===== config.mk =====
export PLATFORM = sky130hd
export DESIGN_NAME = dsw_deep_sleep_wdt
export DESIGN_NICKNAME = d
export VERILOG_FILES = /design/src/rtl/dsw_pkg.sv /design/src/rtl/dsw_cfg_latch.sv /design/src/rtl/dsw_clk_sel.sv /design/src/rtl/dsw_prescale.sv /design/src/rtl/dsw_ctrl.sv /design/src/rtl/dsw_deep_sleep_wdt.sv
export SDC_FILE = /design/constraint.sdc
export NUM_CORES = 1
export LEC_CHECK = 0
export ABC_AREA = 1
export BUFFER_PORTS_ARGS = -buffer_cell sky130_fd_sc_hd__buf_4
export CORE_UTILIZATION = 29
export CTS_BUF_LIST = sky130_fd_sc_hd__clkbuf_4 sky130_fd_sc_hd__clkbuf_8 sky130_fd_sc_hd__clkbuf_16
export CTS_CLUSTER_SIZE = 28
export DETAILED_ROUTE_END_ITERATION = 16
export SYNTH_ARGS = -nofsm -noshare
export SYNTH_HDL_FRONTEND = slang
export SYNTH_SLANG_ARGS = --single-unit

===== constraint.sdc =====
create_clock -name clk -period 2.5 [get_ports clk]
set_input_delay 0.125 -clock clk [delete_from_list [all_inputs] [get_ports clk]]
set_output_delay 0.125 -clock clk [all_outputs]
set_load 0.01 [all_outputs]

===== src/rtl/dsw_pkg.sv =====
package dsw_pkg;

  typedef enum logic [1:0] {
    ST_AWAKE     = 2'd0,
    ST_SLEEP_OFF = 2'd1,
    ST_ARMED     = 2'd2,
    ST_EXPIRED   = 2'd3
  } dsw_state_e;

  typedef enum logic {
    SRC_LPRC = 1'b0,
    SRC_SOSC = 1'b1
  } dsw_src_e;

  // Counter bit whose first set marks the time-out for selector sel.
  function automatic int dsw_tap(input int sel, input int cnt_w, input int min_log2);
    int t;
    t = cnt_w - sel;
    if (t < min_log2) t = min_log2;
    if (t > cnt_w) t = cnt_w;
    return t;
  endfunction

endpackage


===== src/rtl/dsw_cfg_latch.sv =====
module dsw_cfg_latch
  import dsw_pkg::*;
#(
  parameter int CNT_W    = 36,
  parameter int MIN_LOG2 = 6,
  parameter int PS_W     = 5,
  parameter int TAP_W    = 6
) (
  input  logic             clk,
  input  logic             rst_n,
  input  logic             ds_enter,
  input  logic             cfg_en,
  input  logic             cfg_src,
  input  logic [PS_W-1:0]  cfg_ps,
  output logic             en_lat,
  output dsw_src_e         src_lat,
  output logic [TAP_W-1:0] tap_lat
);

  logic [TAP_W-1:0] tap_new;

  always_comb tap_new = TAP_W'(dsw_tap(int'(cfg_ps), CNT_W, MIN_LOG2));

  always_ff @(posedge clk or negedge rst_n) begin
    if (!rst_n) begin
      en_lat  <= 1'b0;
      src_lat <= SRC_LPRC;
      tap_lat <= TAP_W'(CNT_W);
    end else if (ds_enter) begin
      en_lat  <= cfg_en;
      src_lat <= dsw_src_e'(cfg_src);
      tap_lat <= tap_new;
    end
  end

endmodule


===== src/rtl/dsw_clk_sel.sv =====
module dsw_clk_sel
  import dsw_pkg::*;
(
  input  logic     armed,
  input  dsw_src_e src_lat,
  input  logic     lprc_rdy,
  input  logic     lprc_tick,
  input  logic     sosc_rdy,
  input  logic     sosc_tick,
  output logic     req_lprc,
  output logic     req_sosc,
  output logic     sel_tick
);

  logic [1:0] rdy_v;
  logic [1:0] tick_v;
  logic [1:0] req_v;

  assign rdy_v  = {sosc_rdy, lprc_rdy};
  assign tick_v = {sosc_tick, lprc_tick};

  for (genvar s = 0; s < 2; s++) begin : g_src
    assign req_v[s] = armed && (src_lat == dsw_src_e'(s));
  end

  assign req_lprc = req_v[0];
  assign req_sosc = req_v[1];
  assign sel_tick = tick_v[src_lat] & rdy_v[src_lat];

endmodule


===== src/rtl/dsw_prescale.sv =====
module dsw_prescale #(
  parameter int CNT_W = 36,
  parameter int TAP_W = 6
) (
  input  logic             clk,
  input  logic             rst_n,
  input  logic             cnt_clr,
  input  logic             cnt_step,
  input  logic [TAP_W-1:0] tap,
  output logic [CNT_W:0]   cnt_val,
  output logic             hit
);

  logic [CNT_W:0] cnt_inc;

  assign cnt_inc = cnt_val + 1'b1;
  assign hit     = cnt_inc[tap];

  always_ff @(posedge clk or negedge rst_n) begin
    if (!rst_n)        cnt_val <= '0;
    else if (cnt_clr)  cnt_val <= '0;
    else if (cnt_step) cnt_val <= cnt_inc;
  end

endmodule


===== src/rtl/dsw_ctrl.sv =====
module dsw_ctrl
  import dsw_pkg::*;
(
  input  logic clk,
  input  logic rst_n,
  input  logic ds_enter,
  input  logic ds_exit,
  input  logic cfg_en,
  input  logic sel_tick,
  input  logic hit,
  output logic in_ds,
  output logic armed,
  output logic cnt_clr,
  output logic cnt_step,
  output logic wake
);

  dsw_state_e state_q;
  logic       expire;

  assign in_ds    = (state_q != ST_AWAKE);
  assign armed    = (state_q == ST_ARMED);
  assign cnt_clr  = ds_enter | ds_exit;
  assign cnt_step = armed && sel_tick && !cnt_clr;
  assign expire   = cnt_step && hit;

  always_ff @(posedge clk or negedge rst_n) begin
    if (!rst_n) begin
      state_q <= ST_AWAKE;
      wake    <= 1'b0;
    end else if (ds_enter) begin
      state_q <= cfg_en ? ST_ARMED : ST_SLEEP_OFF;
      wake    <= 1'b0;
    end else if (ds_exit) begin
      state_q <= ST_AWAKE;
    end else if (expire) begin
      state_q <= ST_EXPIRED;
      wake    <= 1'b1;
    end
  end

endmodule


===== src/rtl/dsw_deep_sleep_wdt.sv =====
module dsw_deep_sleep_wdt
  import dsw_pkg::*;
#(
  parameter int CNT_W    = 36,
  parameter int MIN_LOG2 = 6,
  parameter int PS_W     = 5,
  parameter int TAP_W    = $clog2(CNT_W + 1)
) (
  input  logic            clk,
  input  logic            rst_n,
  input  logic            cfg_en,
  input  logic            cfg_src,
  input  logic [PS_W-1:0] cfg_ps,
  input  logic            lprc_rdy,
  input  logic            lprc_tick,
  input  logic            sosc_rdy,
  input  logic            sosc_tick,
  input  logic            ds_enter,
  input  logic            ds_exit,
  output logic            req_lprc,
  output logic            req_sosc,
  output logic            wake_timeout
);

  logic             en_lat;
  dsw_src_e         src_lat;
  logic [TAP_W-1:0] tap_lat;
  logic             in_ds;
  logic             armed;
  logic             cnt_clr;
  logic             cnt_step;
  logic             sel_tick;
  logic             hit;
  logic [CNT_W:0]   cnt_val;

  dsw_cfg_latch #(
    .CNT_W(CNT_W), .MIN_LOG2(MIN_LOG2), .PS_W(PS_W), .TAP_W(TAP_W)
  ) u_cfg (
    .clk(clk), .rst_n(rst_n), .ds_enter(ds_enter),
    .cfg_en(cfg_en), .cfg_src(cfg_src), .cfg_ps(cfg_ps),
    .en_lat(en_lat), .src_lat(src_lat), .tap_lat(tap_lat)
  );

  dsw_clk_sel u_sel (
    .armed(armed), .src_lat(src_lat),
    .lprc_rdy(lprc_rdy), .lprc_tick(lprc_tick),
    .sosc_rdy(sosc_rdy), .sosc_tick(sosc_tick),
    .req_lprc(req_lprc), .req_sosc(req_sosc), .sel_tick(sel_tick)
  );

  dsw_prescale #(.CNT_W(CNT_W), .TAP_W(TAP_W)) u_cnt (
    .clk(clk), .rst_n(rst_n), .cnt_clr(cnt_clr), .cnt_step(cnt_step),
    .tap(tap_lat), .cnt_val(cnt_val), .hit(hit)
  );

  dsw_ctrl u_ctrl (
    .clk(clk), .rst_n(rst_n), .ds_enter(ds_enter), .ds_exit(ds_exit),
    .cfg_en(cfg_en), .sel_tick(sel_tick), .hit(hit),
    .in_ds(in_ds), .armed(armed), .cnt_clr(cnt_clr), .cnt_step(cnt_step),
    .wake(wake_timeout)
  );

endmodule


==> flow_summary.yaml <==
status:
  outcome: "completed"
floorplanning:
  std_cell_rows: 39
  die_x_um: 110
  die-height_um: 110
  ios: 18
  start_util: 0.298
  fp.dieArea_um2: 12200
  fp.coreArea_um2: 11400
clock_tree:
  cts_buffers: 5
  clkTransAtPathRegs_ns: 0.06
  root_buffer: "clkbuf_16"
  cts_max_level: 2
  tritoncts: "built"
  cts_sinks: 47
  clk_latency_ns: 0.30
  cts.path.max_buffers: 2
global_route:
  use_met2: 0.294
  grt.overflow.total: 0
  use_met3: 0.0335
  grt_pass1_vias: 3399
  grt.total_usage: 0.190
  use_met1: 0.265
  top_usage_layer: "met2"
  grt_max_degree: 48
  grt_pass1_wl_um: 17400
  antenna_found_initial: 0
synthesis:
  synth_fp_nets: 542
  synth_warnings: 0
  yosysSeqAreaShare: 0.346
  syn_inst: 525
  yosysUniqueCellTypes: 31
  async_flop_share: 1.00
  mappedNetlistArea_um2: 3410
  synth_edf_count: 0
  yosys_most_used_dff: "dfrtp_1"
  avgSynthCellArea_um2: 6.49
  synth_seq_cells: 47
sta:
  setup_viol: 0
  relSlewSlack: 0.576
  tightest_slew_ns: 0.636
  period_needed_ns: 2.30
  hold_viol: 0
  drv_slew: 0
  fmax_mhz: 435
  skew_ns: 0.00860
  finalCritPeriodShare: 0.920
  whs_ns: 0.0590
final_layout:
  area_growth_pct: 16.2
  multi_input_area_um2: 1960
  fillers: 1282
  nets: 567
  final_cell_mix: "nand2_1 (154), nand3_1 (78), inv_1 (64)"
  diodes: 0
  drive_gt1_frac: 0.125
  final_common_cell: "nand2_1"
  post-route-util: 0.347
  instances_no_fill: 694
  regArea_um2: 1180
worst_setup_path:
  endpoint_kind: "flop"
  required_ns: 2.68
  critPathKind: "flop to flop"
  cp-start-kind: "flop"
  cp_data_arrival_time_ns: 2.48
  critPathMaxFanout: 6
min_path:
  hold_class: "input port to flop"
placement:
  place_hpwl_um: 7910
  gp_congestion: 0.910
  io_buffers: 17
  dp.cells: 684
detailed_routing:
  drc: 0
  drtPass1Iterations: 5
  wl_per_cell_um: 15.3
  drtIter0Drc: 289
  routed_wl_um: 10600
  vias_per_cell: 5.16
  vias: 3583
  ant_nets: 0
power_and_ir_drop:
  p_leak_nw: 1.72
  ir_worst_vdd_mv: 0.378
  p_per_area_nw_per_um2: 485
job:
  drv_cap: 0
cell usage after synthesis (5+ instances only):
cell	number	share of area
nand2_1	155	0.17
o22ai_1	7	0.013
nor2_4	6	0.020
dfrtp_1	45	0.33
nor2_2	6	0.011
nand2_2	5	0.0092
inv_1	64	0.071
clkbuf_1	6	0.0066
xor2_1	9	0.023
nand3_1	78	0.11
a21oi_1	10	0.015
nor2_1	52	0.057
nand4_1	8	0.015
o21ai_0	47	0.069
kinds of logic (layout without fill, tap and decap cells):
| family | count (synthesis) | count (layout) | share of synthesized area |
|---|---|---|---|
| adder cells (fa/ha/maj) | 2 | 2 | 0.00734 |
| XOR/XNOR | 11 | 11 | 0.0305 |
| buffers and inverters | 77 | 103 | 0.0863 |
| AO/OA/AOI/OAI | 67 | 67 | 0.103 |
| AND/OR/NAND/NOR | 321 | 321 | 0.427 |
| flip-flops | 47 | 47 | 0.346 |
final timing paths:
path,slack (ns),to,depth (start not counted),from
worst min-delay path,0.06,u_cfg.src_lat$_DFFE_PN0P_,3,cfg_src
worst max register to register,0.20,u_ctrl.state_q[0]$_DFFE_PN0P_,16,u_cnt.cnt_val[0]$_DFFE_PN0P_
worst min register to register,0.49,u_ctrl.wake$_DFFE_PN0P_,2,u_ctrl.wake$_DFFE_PN0P_
max in group asynchronous,1.65,u_cnt.cnt_val[0]$_DFFE_PN0P_,2,rst_n
min in group asynchronous,0.39,u_cnt.cnt_val[32]$_DFFE_PN0P_,2,rst_n
worst max-delay path,0.20,u_ctrl.state_q[0]$_DFFE_PN0P_,16,u_cnt.cnt_val[0]$_DFFE_PN0P_
timing repair:
item | in CTS | in global routing
endpoints found under the hold margin | 45 | 0
hold buffers | 1 | 0
setup endpoints to repair | 0 | 3
buffers inserted | 0 | 1
gates resized for setup | 0 | 8
registers in the layout, indices dropped and copies added, names as in the netlist:
signal          cells
u_ctrl.wake         1
u_ctrl.state_q      2
u_cfg.tap_lat       6
u_cnt.cnt_val      37
u_cfg.src_lat       1
metrics by stage:
step	setup WS [ns]	cell area [µm²]	setup TNS [ns]	total power [mW]
3_3_place_gp	0.157	3740	0	1.11
2_1_floorplan	0.501	3410	0	0.987
4_1_cts	0.0558	3920	0	1.92
5_1_grt	-0.000259	3960	-0.000259	2.00
3_5_place_dp	0.107	3740	0	1.11
6_report	0.200	3960	0	1.92
cell type report:
cell class / instances / share of cell area
clock buffers: 6 / 0.0351
clock inverters: 2 / 0.00885
flip-flops and latches: 47 / 0.298
well taps: 143 / 0.0452
repair buffers: 28 / 0.0537
inverters: 67 / 0.0635
multi-input cells: 401 / 0.495
worst max-delay path, cell delays in order, from the launching register on:
cell and delay [ns]:
dfrtp_2 0.42, ha_4 0.16, nand2_2 0.07, nor2_4 0.21
nand2_2 0.13, nor2_4 0.19, nand2_1 0.09, nand3_1 0.08
nand3_1 0.09, nand3_1 0.11, nand3_1 0.13, a21oi_1 0.16
nand2_1 0.08, nand3_2 0.10, nand2_2 0.06, nand2_1 0.06
nand2_1 0.05
layer usage:
metal | up-vias | share of wire
li1 | 1753 | -
met1 | 1649 | 0.46
met3 | 26 | 0.067
met2 | 155 | 0.44
met5 | - | 0
met4 | 0 | 0.029
power by group:
part / internal (mW) / leakage, nW / switching (mW) / total (mW)
Sequential: 0.786 / 0.634 / 0.0410 / 0.827
Combinational: 0.101 / 0.995 / 0.181 / 0.282
Clock: 0.498 / 0.0868 / 0.312 / 0.810
(Power assumes the default switching activity.)
